<file path="src/rtl/mdio_pkg.sv">
// Shared constants and types for the PHY management controller.
// Assumes a clause-22 frame with a 32-bit preamble and 16-bit data.
package mdio_pkg;
    localparam int PHY_W      = 5;
    localparam int REG_W      = 5;
    localparam int DATA_W     = 16;
    localparam int PRE_BITS   = 32;
    localparam int FRAME_BITS = PRE_BITS + 2 + 2 + PHY_W + REG_W + 2 + DATA_W;
    localparam int TA_POS     = FRAME_BITS - DATA_W - 2;
    localparam int IDX_W      = $clog2(FRAME_BITS);
    localparam int RD_BIT     = 13;
    localparam int WR_BIT     = 14;
    localparam int PHY_LSB    = 8;

    typedef enum logic [1:0] {
        SEL_CMD   = 2'd0,
        SEL_WDATA = 2'd1,
        SEL_RDATA = 2'd2
    } host_sel_e;

    typedef struct packed {
        logic             wr;
        logic             rd;
        logic [PHY_W-1:0] phy;
        logic [REG_W-1:0] regn;
    } mdio_cmd_t;
endpackage

</file>
<file path="src/rtl/mdio_clk_div.sv">
// Serial clock divider. While run is high, the clock toggles every DIV_HALF
// system cycles, starting from low. Single-cycle ticks mark the rising and
// falling transitions. Assumes DIV_HALF >= 1; the clock is held low when run is low.
module mdio_clk_div #(
    parameter int DIV_HALF = 4
) (
    input  logic clk,
    input  logic rst_n,
    input  logic run,
    output logic mdc,
    output logic rise_tick,
    output logic fall_tick
);
    localparam int CNT_W = (DIV_HALF > 1) ? $clog2(DIV_HALF) : 1;
    localparam logic [CNT_W-1:0] CNT_LAST = CNT_W'(DIV_HALF - 1);

    logic [CNT_W-1:0] cnt_q;
    logic             mdc_q;
    logic             half_end;

    assign half_end  = run && (cnt_q == CNT_LAST);
    assign rise_tick = half_end && !mdc_q;
    assign fall_tick = half_end && mdc_q;
    assign mdc       = mdc_q;

    // Count half periods and toggle the serial clock at the end of each one.
    always_ff @(posedge clk) begin
        if (!rst_n || !run) begin
            cnt_q <= '0;
            mdc_q <= 1'b0;
        end else begin
            cnt_q <= half_end ? '0 : cnt_q + 1'b1;
            if (half_end) mdc_q <= !mdc_q;
        end
    end
endmodule

</file>
<file path="src/rtl/mdio_frame_seq.sv">
// Frame sequencer. On start, it loads the whole 64-slot frame into a shift
// register and shifts one slot out at each falling tick. In a read, it
// releases the pad from the turnaround onward and shifts in data on rising
// ticks. Assumes start is raised only while it is idle.
module mdio_frame_seq
    import mdio_pkg::*;
(
    input  logic              clk,
    input  logic              rst_n,
    input  logic              start,
    input  mdio_cmd_t         cmd,
    input  logic [DATA_W-1:0] wdata,
    input  logic              rise_tick,
    input  logic              fall_tick,
    input  logic              mdio_i,
    output logic              busy,
    output logic              done,
    output logic [DATA_W-1:0] rd_result,
    output logic              mdio_o,
    output logic              mdio_oe
);
    localparam logic [IDX_W-1:0] LAST_IDX = IDX_W'(FRAME_BITS - 1);
    localparam logic [IDX_W-1:0] TA_IDX   = IDX_W'(TA_POS);
    localparam logic [IDX_W-1:0] DATA_IDX = IDX_W'(TA_POS + 2);

    logic [FRAME_BITS-1:0] shift_q;
    logic [FRAME_BITS-1:0] frame_load;
    logic [IDX_W-1:0]      idx_q;
    logic                  busy_q;
    logic                  rd_op_q;
    logic [DATA_W-1:0]     rx_q;
    logic                  unused_rd_flag;

    assign unused_rd_flag = cmd.rd;

    // Build the complete frame for the command being accepted.
    always_comb begin
        frame_load = {{PRE_BITS{1'b1}}, 2'b01,
                      (cmd.wr ? 2'b01 : 2'b10),
                      cmd.phy, cmd.regn,
                      (cmd.wr ? 2'b10 : 2'b11),
                      (cmd.wr ? wdata : {DATA_W{1'b1}})};
    end

    // Advance through the frame one slot per serial clock period.
    always_ff @(posedge clk) begin
        if (!rst_n) begin
            busy_q  <= 1'b0;
            idx_q   <= '0;
            shift_q <= '0;
            rd_op_q <= 1'b0;
        end else if (start && !busy_q) begin
            busy_q  <= 1'b1;
            idx_q   <= '0;
            shift_q <= frame_load;
            rd_op_q <= !cmd.wr;
        end else if (busy_q && fall_tick) begin
            if (idx_q == LAST_IDX) begin
                busy_q <= 1'b0;
            end else begin
                idx_q   <= idx_q + 1'b1;
                shift_q <= {shift_q[FRAME_BITS-2:0], 1'b0};
            end
        end
    end

    // Capture read data on the rising serial clock, MSB first.
    always_ff @(posedge clk) begin
        if (!rst_n) begin
            rx_q <= '0;
        end else if (busy_q && rise_tick && rd_op_q && idx_q >= DATA_IDX) begin
            rx_q <= {rx_q[DATA_W-2:0], mdio_i};
        end
    end

    assign busy      = busy_q;
    assign done      = busy_q && fall_tick && (idx_q == LAST_IDX);
    assign rd_result = rx_q;
    assign mdio_o    = shift_q[FRAME_BITS-1];
    assign mdio_oe   = busy_q && !(rd_op_q && idx_q >= TA_IDX);

    // Count falling ticks in the current frame; used only by the checks below.
    logic [IDX_W:0] fall_cnt_q;
    always_ff @(posedge clk) begin
        if (!rst_n || (start && !busy_q)) fall_cnt_q <= '0;
        else if (busy_q && fall_tick)     fall_cnt_q <= fall_cnt_q + 1'b1;
    end


    mdio_hold_chk: assert property (@(posedge clk) disable iff (!rst_n)
        (busy_q && !fall_tick) |=> $stable(mdio_o));


    frame_len_chk: assert property (@(posedge clk) disable iff (!rst_n)
        $fell(busy_q) |-> (fall_cnt_q == (IDX_W+1)'(FRAME_BITS)));


    rx_release_chk: assert property (@(posedge clk) disable iff (!rst_n)
        (rise_tick && rd_op_q && idx_q >= DATA_IDX) |-> !mdio_oe);
endmodule

</file>
<file path="src/rtl/mdio_host_regs.sv">
// Host register file. It decodes writes to the command, write-data and
// read-data selects. A command write that carries a request bit and
// arrives while idle starts a frame. The request bits clear on done.
// Assumes a single-cycle write strobe and a combinational read.
module mdio_host_regs
    import mdio_pkg::*;
(
    input  logic              clk,
    input  logic              rst_n,
    input  logic              host_we,
    input  logic [1:0]        host_addr,
    input  logic [DATA_W-1:0] host_wdata,
    input  logic              busy,
    input  logic              done,
    input  logic [DATA_W-1:0] rd_result,
    output logic [DATA_W-1:0] host_rdata,
    output logic              start,
    output mdio_cmd_t         start_cmd,
    output logic [DATA_W-1:0] wdata
);
    mdio_cmd_t         cmd_q;
    logic [DATA_W-1:0] wdata_q;
    logic [DATA_W-1:0] rdata_q;
    logic              cmd_hit;
    logic              unused_bits;

    assign unused_bits = ^{host_wdata[15], host_wdata[7:5]};
    assign cmd_hit     = host_we && (host_addr == SEL_CMD);
    assign start_cmd   = '{wr:   host_wdata[WR_BIT],
                           rd:   host_wdata[RD_BIT],
                           phy:  host_wdata[PHY_LSB +: PHY_W],
                           regn: host_wdata[REG_W-1:0]};
    assign start       = cmd_hit && !busy && (start_cmd.wr || start_cmd.rd);
    assign wdata       = wdata_q;

    // Store the command fields while idle and clear the request bits on completion.
    always_ff @(posedge clk) begin
        if (!rst_n) begin
            cmd_q <= '0;
        end else if (cmd_hit && !busy) begin
            cmd_q <= start_cmd;
        end else if (done) begin
            cmd_q.wr <= 1'b0;
            cmd_q.rd <= 1'b0;
        end
    end

    // Accept write data from the host at any time.
    always_ff @(posedge clk) begin
        if (!rst_n)                                wdata_q <= '0;
        else if (host_we && host_addr == SEL_WDATA) wdata_q <= host_wdata;
    end

    // Load the read result when a read frame ends.
    always_ff @(posedge clk) begin
        if (!rst_n)               rdata_q <= '0;
        else if (done && !cmd_q.wr) rdata_q <= rd_result;
    end

    // Return the selected register to the host.
    always_comb begin
        case (host_addr)
            SEL_CMD:   host_rdata = {1'b0, cmd_q.wr, cmd_q.rd, cmd_q.phy, 3'b000, cmd_q.regn};
            SEL_WDATA: host_rdata = wdata_q;
            SEL_RDATA: host_rdata = rdata_q;
            default:   host_rdata = '0;
        endcase
    end


    busy_cmd_ignore_chk: assert property (@(posedge clk) disable iff (!rst_n)
        (cmd_hit && busy) |=> ($stable(cmd_q.phy) && $stable(cmd_q.regn)));


    rdata_hold_chk: assert property (@(posedge clk) disable iff (!rst_n)
        (done && cmd_q.wr) |=> $stable(rdata_q));
endmodule

</file>
<file path="src/rtl/mdio_cmd_ctrl.sv">
// Top level of the PHY management command controller. It connects the host
// registers, the frame sequencer and the serial clock divider. The clock
// runs only while a frame is in progress. Assumes the pad combines mdio_o
// and mdio_oe into a tri-state buffer.
module mdio_cmd_ctrl
    import mdio_pkg::*;
#(
    parameter int DIV_HALF = 4
) (
    input  logic        clk,
    input  logic        rst_n,
    input  logic        host_we,
    input  logic [1:0]  host_addr,
    input  logic [15:0] host_wdata,
    output logic [15:0] host_rdata,
    output logic        mdc,
    output logic        mdio_o,
    output logic        mdio_oe,
    input  logic        mdio_i
);
    logic              busy;
    logic              done;
    logic              start;
    logic              rise_tick;
    logic              fall_tick;
    mdio_cmd_t         start_cmd;
    logic [DATA_W-1:0] wdata;
    logic [DATA_W-1:0] rd_result;

    mdio_host_regs u_regs (
        .clk        (clk),
        .rst_n      (rst_n),
        .host_we    (host_we),
        .host_addr  (host_addr),
        .host_wdata (host_wdata),
        .busy       (busy),
        .done       (done),
        .rd_result  (rd_result),
        .host_rdata (host_rdata),
        .start      (start),
        .start_cmd  (start_cmd),
        .wdata      (wdata)
    );

    mdio_frame_seq u_seq (
        .clk       (clk),
        .rst_n     (rst_n),
        .start     (start),
        .cmd       (start_cmd),
        .wdata     (wdata),
        .rise_tick (rise_tick),
        .fall_tick (fall_tick),
        .mdio_i    (mdio_i),
        .busy      (busy),
        .done      (done),
        .rd_result (rd_result),
        .mdio_o    (mdio_o),
        .mdio_oe   (mdio_oe)
    );

    mdio_clk_div #(.DIV_HALF(DIV_HALF)) u_div (
        .clk       (clk),
        .rst_n     (rst_n),
        .run       (busy),
        .mdc       (mdc),
        .rise_tick (rise_tick),
        .fall_tick (fall_tick)
    );


    mdc_idle_low_chk: assert property (@(posedge clk) disable iff (!rst_n)
        !busy |-> !mdc);


    oe_idle_low_chk: assert property (@(posedge clk) disable iff (!rst_n)
        !busy |-> !mdio_oe);
endmodule

</file>
<file path="config.mk">
export PLATFORM = sky130hd
export DESIGN_NAME = mdio_cmd_ctrl
export DESIGN_NICKNAME = d
export VERILOG_FILES = /design/src/rtl/mdio_pkg.sv /design/src/rtl/mdio_clk_div.sv /design/src/rtl/mdio_frame_seq.sv /design/src/rtl/mdio_host_regs.sv /design/src/rtl/mdio_cmd_ctrl.sv
export SDC_FILE = /design/constraint.sdc
export NUM_CORES = 1
export LEC_CHECK = 0
export ABC_CLOCK_PERIOD_IN_PS = 1750
export BUFFER_PORTS_ARGS = -buffer_cell sky130_fd_sc_hd__buf_4
export CAP_MARGIN = 5
export CORE_AREA = 2 2 107 109
export CTS_BUF_LIST = sky130_fd_sc_hd__clkbuf_4 sky130_fd_sc_hd__clkbuf_8 sky130_fd_sc_hd__clkbuf_16
export CTS_CLUSTER_DIAMETER = 100
export DETAILED_ROUTE_END_ITERATION = 6
export DIE_AREA = 0 0 109 111
export HOLD_SLACK_MARGIN = 0.08
export PLACE_DENSITY = 0.7
export SLEW_MARGIN = 20
export SYNTH_ARGS = -nofsm -noshare
export SYNTH_HDL_FRONTEND = slang
export SYNTH_SLANG_ARGS = --single-unit
</file>
<file path="constraint.sdc">
create_clock -name clk -period 1.75 [get_ports clk]
set_input_delay 0.35 -clock clk [delete_from_list [all_inputs] [get_ports clk]]
set_output_delay 0.35 -clock clk [all_outputs]
set_load 0.01 [all_outputs]
</file>
==> results.md, run 1 <==
* Row cnt at 39
* Clock sinks at 135
* Post-route ant nets at 0
* FILL cells at 894
* Post-synth top area cell: dfxtp_1
* Period minus WS final at 1.69 ns
* Cts hold-fix bufs at 0
* CP arrival at 2.03 ns
* Iteration-0 DRC Markers at 334
* Top FF cell, synth: dfxtp_1
* Layout cells sized above 1 at 25.0%
* Ys Warns at 0
* Status: finished clean
* Post-synth EDFFs at 0
* Initial Util at 49.6%
* Worst IR Drop VDD at 0.905 mV
* Setup crit start kind: flop
* Global route total overflow at 0
* Final Max Tran Viols at 0
* Slew headroom at 73.3%
* Worst Setup End Kind: flop
* First-pass GRT wire length at 21.0 mm
* Final period util at 96.5%
* Crit-path max FO at 14
* Num CTS Buffers at 17
* Synth top cells by count: dfxtp_1, nand2_1, o221a_2
* Vias per cell at 5.78
* Mean Syn Cell Area at 9.57 um2
* R2R depth at 5
* Cell Area, Synth at 0.00549 mm2
* RD Place Congestion at 0.789
* Nets at 643
* Measured slew at the worst slew-check pin at 0.401 ns
* Die span in y at 111 um
* Share of synthesized registers carrying an async set or reset at 0%
* Final routed DRC violation total at 0
* Detail Placement HPWL at 8.71 mm
* Clk_lat worst skew at 0.41 ns
* Routed WL per cell at 16.8 um
* MaxCap Viol Count at 0
* Top area cells in the synthesized netlist: dfxtp_1, o221a_2, nand2_1
* Finish-stage setup viols at 0
* Worst min-delay path class: input port to flop
* P&R area growth vs syn at 24.4%
* Core ar. at 0.0111 mm2
* Post-synthesis cell count at 574
* Seq cells post-synth at 135
* Register area at 0.00271 mm2
* Reg-to-reg slack, setup at 0.06 ns
* Final setup margin at 0.0612 ns
* Via count at 4478
* Total wire length at 13.0 mm
* Post-synth top area share at 49.2%
* Ant diodes at 0
* Design Power at 7.36 mW
* Hold path cells at 3
* GRT Overall Usage at 22.0%
* Final hold vios at 0
* Largest net degree at the start of global routing at 48
* I/O Buffers at 40
* Die area at 0.0121 mm2
* Worst setup path category: flop to flop
* CTS tree: done
* Post-synth cell types at 44
* Pwr dens at 1080 mW/mm2
* Syn nets at 598
* Fmax at 0.592 GHz
* Dpl ws at -0.00960 ns
* Sequential fraction of the synthesis area at 49.2%
* I/O pin cnt at 41
* Multi-input gate area at 0.00257 mm2
* Leakage at 2.51 nW
* Die W at 109 um
* Count leader, synth: dfxtp_1
* H-tree depth at 4
* Vias in the first global route at 4268
* Clock Tree Root: clkbuf_16
* Initial antenna violation count at 0
* CP required at 2.09 ns
* Clock transition at path regs at 0.06 ns
* DRT Pass-1 Iters at 5
* Longest Clk Path Bufs at 2
* Post-route clock skew at 0.00448 ns
* Unrepaired setup endpoints after global routing: no
metal layers:
metal  vias up  wire, um  global-route usage [%]
met3        18       654                    6.11
li1       2205         -                       -
met1      2155      5780                    28.6
met2       100      6400                    35.3
met4         0       158                    7.01
met5         -         0                       0
sequential cells by signal, summed over array words and instances (netlist names):
register and count:
u_seq.rd_result 16, u_seq.idx_q 6, u_regs.wdata 16, u_div.cnt_q 2
u_regs.rdata_q 16, u_div.mdc 1, u_seq.shift_q 64, u_seq.rd_op_q 1
u_regs.cmd_q 12, u_seq.busy 1
worst max-delay path: stages (launching register included):
cell	delay [ns]
dfxtp_4	0.37
or4b_4	0.54
nor2_4	0.22
clkbuf_16	0.22
o221ai_1	0.12
o21ai_1	0.14
worst paths after layout:
| path | startpoint | end |
|---|---|---|
| worst max register to register | u_seq.busy | u_seq.shift_q[14] |
| worst max-delay path | u_seq.busy | u_seq.shift_q[14] |
| worst min register to register | u_div.cnt_q[0] | u_div.cnt_q[0] |
| worst min-delay path | host_wdata[5] | u_regs.wdata[5] |
power by group:
group          internal (mW)  leakage [nW]  total, mW  switching (mW)
Sequential              3.15          1.10       3.20          0.0500
Clock                   2.51         0.315       3.76            1.25
Combinational          0.194          1.10      0.403           0.209
Total                   5.85          2.51       7.36            1.50
cells in the final DEF, fill, tap and decap left out, drive strengths merged, types with 8 or more instances in the layout:
master / synthesis / layout
nand2: 95 / 95
clkbuf: 28 / 25
o21ai: 46 / 46
nand3: 22 / 22
nor2: 9 / 9
dfxtp: 135 / 135
o221ai: 16 / 16
a22o: 13 / 13
buf: 24 / 76
mux2i: 28 / 28
o21a: 11 / 11
o221a: 34 / 34
nand4: 16 / 16
a21boi: 28 / 28
a21oi: 8 / 8
nor2b: 19 / 19
and3: 12 / 12
through the flow:
stage / TNS [ns] / hold slack [ns] / cells / utilization, % / instance area, um2
floorplan: 0 / 0.412 / 574 / - / 5500
global placement: 0 / 0.417 / 740 / 55.0 / 6090
detailed placement: -0.0181 / 0.439 / 740 / 55.0 / 6090
CTS: 0 / 0.194 / 772 / 60.7 / 6730
global route: 0 / 0.205 / 775 / 61.7 / 6830
finish: 0 / 0.211 / 775 / 61.7 / 6830
final cells by class:
type	instances	area share, %
Clock inverter	9	2.16
Multi-Input combinational cell	385	37.7
Tap cell	143	2.62
Timing Repair Buffer	78	10.7
Inverter	2	0.110
Sequential cell	135	39.6
Clock buffer	23	7.07
timing repair:
action,4_1_cts,5_1_grt
gates cloned,0,2
setup endpoints to repair,1,51
pin swaps,0,4
setup buffers,0,1
gates resized for setup,1,13
logic make-up after synthesis:
logic type | Yosys count | synth area share (%)
adder cells (fa/ha/maj) | 2 | 0.456
AND/OR/NAND/NOR | 187 | 16.8
multiplexers | 28 | 5.10
XOR/XNOR | 3 | 0.479
buffers and inverters | 54 | 4.81
flip-flops | 135 | 49.2
AO/OA/AOI/OAI | 165 | 23.1
Note: power is estimated with default switching activity, not from simulation.
==> run 2: changes to the inputs <==
CORE_AREA = 2 2 139 141   (was 2 2 107 109)
DIE_AREA = 0 0 141 143   (was 0 0 109 111)
PLACE_DENSITY = 0.45   (was 0.7)
==> results.md, run 2 (synthesis gave the netlist of run 1 again) <==
* Status: finished clean
* Switching Share at 21.8% (+1.3 points)
* Via count at 4445 (-0.74%)
* First-pass GRT wire length at 23.7 mm (+13%)
* Clock Tree Root: clkbuf_16
* Vias per cell at 5.14 (-11%)
* Layout cells sized above 1 at 25.4% (+0.36 points)
* Total wire length at 14.7 mm (+13%)
* Core ar. at 0.0186 mm2 (+68%)
* Clock sinks at 135 (unchanged)
* Clk_lat worst skew at 0.41 ns (about the same)
* Reg-to-reg slack, setup at 0.05 ns (about the same)
* Die area at 0.0202 mm2 (+67%)
* Commonest non-fill, non-tap cell in the layout: dfxtp_1
* Row cnt at 50 (+28%)
* Final Max Tran Viols at 0 (unchanged)
* Sequential Power Share at 45.2% (+1.7 points)
* Die W at 141 um (+29%)
* Period minus WS final at 1.71 ns (+0.0168 ns)
* Routed WL per cell at 17.0 um (+1.5%)
* Pwr dens at 1030 mW/mm2 (-4.6%)
* Num CTS Buffers at 17 (unchanged)
* Max reg flops at 64 (unchanged)
* H-tree depth at 4 (unchanged)
* Dpl ws at -0.00775 ns (+0.00185 ns)
* Fmax at 0.586 GHz (-0.98%)
* Finish-stage setup viols at 0 (unchanged)
* I/O pin cnt at 41 (unchanged)
* Die span in y at 143 um (+29%)
* Post-route ant nets at 0 (unchanged)
* Slew headroom at 74.6% (+1.3 points)
* Worst path max stage delay at 0.36 ns (-0.18 ns)
* Initial antenna violation count at 0 (unchanged)
* Critical path's most frequent cell: buf_4
* Worst Setup End Kind: output pin
* Final hold vios at 0 (unchanged)
* Iteration-0 DRC Markers at 298 (-11%)
* Design Power at 7.08 mW (-3.8%)
* Worst IR Drop VDD at 0.567 mV (-37%)
* GRT Overall Usage at 15.0% (-7.0 points)
* CP max-delay cell: dfxtp_1
* Worst r2r src: u_seq.idx_q[0]
* RD Place Congestion at 0.802 (+1.6%)
* WHS at 0.196 ns (-0.0146 ns)
* Crit-path cells: buf_4, a31oi_2, o21a_1, buf_4
* Final period util at 97.5% (+0.96 points)
* CP top delay family: flip-flops
* Global route total overflow at 0 (unchanged)
* Sw Pwr at 1.54 mW (+2.5%)
* Ant diodes at 0 (unchanged)
* Worst min-delay path class: input port to flop
* R2R depth at 6 (+1)
* DP Cell Count at 832 (+12%)
* Combinational power share at 5.7% (+0.2 points)
* P&R area growth vs syn at 25.4%
* Worst Path Buf+Inv at 2 (+1)
* Hold_sp: host_wdata[7]
* CP arrival at 1.36 ns (-0.67 ns)
* Longest Clk Path Bufs at 2 (unchanged)
* Int Power at 5.54 mW (-5.4%)
* Final setup margin at 0.0445 ns (-0.0168 ns)
* Worst Hold Path EP: u_regs.wdata[7]
* Layout Cells excl Fill at 865 (+12%)
* Nets at 643 (unchanged)
* Measured slew at the worst slew-check pin at 0.380 ns (-0.0202 ns)
* Clk pwr share at 49.1% (-2.0 points)
* I/O Buffers at 40 (unchanged)
* DRT Pass-1 Iters at 5 (unchanged)
* Detail Placement HPWL at 10.2 mm (+17%)
* CP required at 1.40 ns (-0.69 ns)
* Worst setup path category: flop to output pin
* Initial Util at 29.6% (-20 points)
* Cts hold-fix bufs at 0 (unchanged)
* Most frequent cells in the layout: dfxtp_1, nand2_1, buf_4
* Leakage at 2.48 nW (-1.2%)
* Post-route clock skew at 0.00626 ns (+0.00178 ns)
* Largest net degree at the start of global routing at 43 (-10%)
* Final routed DRC violation total at 0 (unchanged)
* Core Util, Final at 37.1% (-25 points)
* RR Endpoint: u_seq.shift_q[61]
* MaxCap Viol Count at 0 (unchanged)
* CTS tree: done
* Setup crit start kind: flop
* Vias in the first global route at 4368 (+2.3%)
* Clock transition at path regs at 0.06 ns (about the same)
* Crit-path max FO at 6 (-8)
* Most flops, register: u_seq.shift_q
* Hold path cells at 3 (unchanged)
-- run 2: changes by cell type in the layout (fill, tap and decap cells not counted), sizes merged --
cell	previous run	this run
buf	76	78
clkinv	4	7
clkbuf	25	21
bufinv	4	2
-- run 2: tightest hold or removal path, stage by stage --
cell	delay, ns
buf_4	0.10
nand2_1	0.04
a21boi_0	0.06
-- run 2: power by group through the flow --
stage	Clock, mW	Combinational [mW]	Sequential [mW]
2_1_floorplan	0	0.242	3.24
3_3_place_gp	0	0.400	3.27
3_5_place_dp	0	0.408	3.27
4_1_cts	3.57	0.409	3.20
5_1_grt	3.70	0.442	3.21
6_report	3.48	0.403	3.20
-- run 2: cell type report --
cell class,count,area (um2)
Clock buffer,21,474
Clock inverter,10,103
Fill cell,1833,11700
Inverter,2,7.51
Multi-Input combinational cell,385,2580
Sequential cell,135,2710
Tap cell,234,293
Timing Repair Buffer,78,727
-- run 2: worst max-delay path by stage --
stage | from | to | slack (ns) | cells past startpoint
detailed placement | host_addr[0] | u_seq.shift_q[11] | -0.008 | 6
global placement | u_seq.idx_q[0] | u_seq.shift_q[16] | -0.006 | 7
CTS | u_seq.idx_q[0] | u_seq.shift_q[25] | 0.0004 | 7
finish | u_seq.idx_q[2] | mdio_oe | 0.04 | 4
floorplan | u_div.cnt_q[0] | u_regs.rdata_q[1] | 0.005 | 7
global route | u_seq.idx_q[0] | u_seq.shift_q[56] | -0.02 | 6
-- run 2: per-stage QoR --
step / cell area, um2 / TNS (ns)
5_1_grt: 6890 / -0.241
6_report: 6890 / 0
3_3_place_gp: 6250 / -0.0131
4_1_cts: 6840 / 0
3_5_place_dp: 6250 / -0.00775
2_1_floorplan: 5500 / 0
-- run 2: layer usage --
| metal | vias to the layer above | routed length (um) | track usage (%) |
|---|---|---|---|
| met4 | 0 | 177 | 4.42 |
| met2 | 78 | 6930 | 23.7 |
| met5 | - | 0 | 0 |
| li1 | 2206 | - | - |
| met1 | 2147 | 7030 | 20.1 |
| met3 | 14 | 575 | 4.06 |
-- run 2: repair_timing --
item / in CTS / in global routing
buffers inserted: 0 / 1
setup endpoints to repair: 8 / 76
resized for setup: 2 / 12
cloned: 0 / 1
pin swaps: 0 / 4
==> run 3: changes to the inputs <==
ABC_CLOCK_PERIOD_IN_PS = 1350   (was 1750)
CORE_AREA = 2 2 155 127   (was 2 2 139 141)
DIE_AREA = 0 0 157 129   (was 0 0 141 143)
clock period = 1.35 ns   (was 1.75 ns; I/O delays follow)
==> results.md, run 3 (synthesis gave the netlist of run 1 again) <==
* Via count at 4789 (+7.7%)
* Global route total overflow at 0 (unchanged)
* MaxCap Viol Count at 0 (unchanged)
* DRT Pass-1 Iters at 4 (-1)
* H-tree depth at 4 (unchanged)
* Crit-path max FO at 3 (-3)
* Clock sinks at 135 (unchanged)
* Clk_lat worst skew at 0.43 ns (+0.02 ns)
* CTS tree: done
* Die span in y at 129 um (-9.8%)
* Fmax at 0.621 GHz
* Unrepaired setup endpoints after global routing: yes
* Core ar. at 0.0186 mm2 (+0.30%)
* Period minus WS final at 1.61 ns
* Post-route clock skew at 0.00868 ns (+0.00242 ns)
* Clock Tree Root: clkbuf_16
* Final routed DRC violation total at 0 (unchanged)
* Critical path startpoint: u_div.cnt_q[0]
* Clock transition at path regs at 0.06 ns (about the same)
* Status: complete, but fails checks
* Num CTS Buffers at 17 (unchanged)
* Post-route ant nets at 0 (unchanged)
* Slew headroom at 77.5% (+2.9 points)
* WHS at 0.0998 ns (-0.0963 ns)
* R2R depth at 6 (unchanged)
* Worst r2r src: u_div.cnt_q[0]
* Hold_sp: host_wdata[7]
* Row cnt at 45 (-10%)
* Dpl cell area at 0.00660 mm2 (+5.5%)
* Worst setup path category: flop to flop
* Most frequent cells in the layout: dfxtp_1, buf_4, nand2_1
* Dpl ws at -0.377 ns (-0.369 ns)
* Cts hold-fix bufs at 0 (unchanged)
* Hold path cells at 3 (unchanged)
* Initial antenna violation count at 0 (unchanged)
* Core Util, Final at 45.3% (+8.2 points)
* Worst IR Drop VDD at 0.788 mV (+39%)
* I/O Buffers at 40 (unchanged)
* Final std cell area, no fill at 0.00844 mm2 (+23%)
* RD Place Congestion at 0.754 (-6.0%)
* Detail Placement HPWL at 10.0 mm (-1.4%)
* Worst min-delay path class: input port to flop
* Met2 Use GR at 25.6% (+1.8 points)
* Final setup margin at -0.261 ns (-0.306 ns)
* Leakage at 3.09 nW (+25%)
* Ant diodes at 0 (unchanged)
* Iteration-0 DRC Markers at 236 (-21%)
* Most flops, register: u_seq.shift_q
* Global Route met1 Usage at 24.1% (+4.0 points)
* Finish-stage setup viols at 130 (+130)
* Initial Util at 29.5% (-0.089 points)
* Total wire length at 16.7 mm (+14%)
* Die area at 0.0203 mm2 (+0.45%)
* CP required at 1.70 ns (+0.30 ns)
* P&R area growth vs syn at 53.7%
* Die W at 157 um (+11%)
* Failing checks: setup timing
* Final Max Tran Viols at 0 (unchanged)
* Largest net degree at the start of global routing at 45 (+4.7%)
* Final hold vios at 0 (unchanged)
* GR Util met3 at 3.87% (-0.18 points)
* Longest Clk Path Bufs at 2 (unchanged)
* I/O pin cnt at 41 (unchanged)
* Grt peak-use layer: met2
* Layout cells sized above 1 at 46.0% (+21 points)
* CP arrival at 1.96 ns (+0.60 ns)
* Final period util at 119%
* GRT Overall Usage at 17.0% (+2.0 points)
* Worst Setup End Kind: flop
* Routed WL per cell at 17.6 um (+3.3%)
* Max reg flops at 64 (unchanged)
* Nets at 706 (+9.8%)
* Measured slew at the worst slew-check pin at 0.334 ns (-0.0462 ns)
* Commonest non-fill, non-tap cell in the layout: dfxtp_1
* Vias per cell at 5.03 (-2.2%)
* First-pass GRT wire length at 26.4 mm (+11%)
* Pwr dens at 1120 mW/mm2 (+8.9%)
* Setup crit start kind: flop
* Vias in the first global route at 4724 (+8.2%)
run 3: metrics by stage:
stage	std cells	setup TNS [ns]	power, mW
after floorplan	574	-17.06	4.53
after global placement	882	-39.72	4.79
after detailed placement	882	-41.87	4.80
after CTS	949	-22.46	9.53
after global routing	953	-28.22	9.82
final	953	-21.01	9.45
run 3: worst max-delay path, cell delays in order (launching register included):
cell and delay, ns:
dfxtp_2 0.35, ha_4 0.16, and3_4 0.21, o21ai_4 0.08, buf_6 0.13, or4_4 0.47, a21oi_2 0.14
run 3: worst paths after layout:
kind	endpoint	slack, ns
min	u_regs.wdata[7]	0.1
max reg2reg	u_seq.idx_q[5]	-0.26
min reg2reg	u_div.cnt_q[0]	0.43
max	u_seq.idx_q[5]	-0.26
run 3: area by class of cell:
class | count | area (um2)
clock buffer | 20 | 454
clock inverter | 12 | 120
fill | 1767 | 10200
inverter | 2 | 7.51
multi-input combinational | 385 | 3150
sequential | 135 | 2750
tap | 258 | 323
timing repair buffer | 141 | 1630
run 3: report_power, final:
part	internal [mW]	switching, mW	total (mW)
clock	2.64	1.87	4.52
sequential	4.08	0.0776	4.15
combinational	0.407	0.366	0.774
run 3: what timing repair did:
action | CTS | global route
setup endpoints to repair | 134 | 134
buffers inserted | 26 | 4
cloned | 9 | 4
resized for setup | 137 | 71
pin swaps | 55 | 52
run 3: routing by layer:
layer,vias to the layer above,routed length [um]
met5,-,0
met4,0,288
met3,20,527
met2,78,7380
met1,2357,8550
li1,2334,-
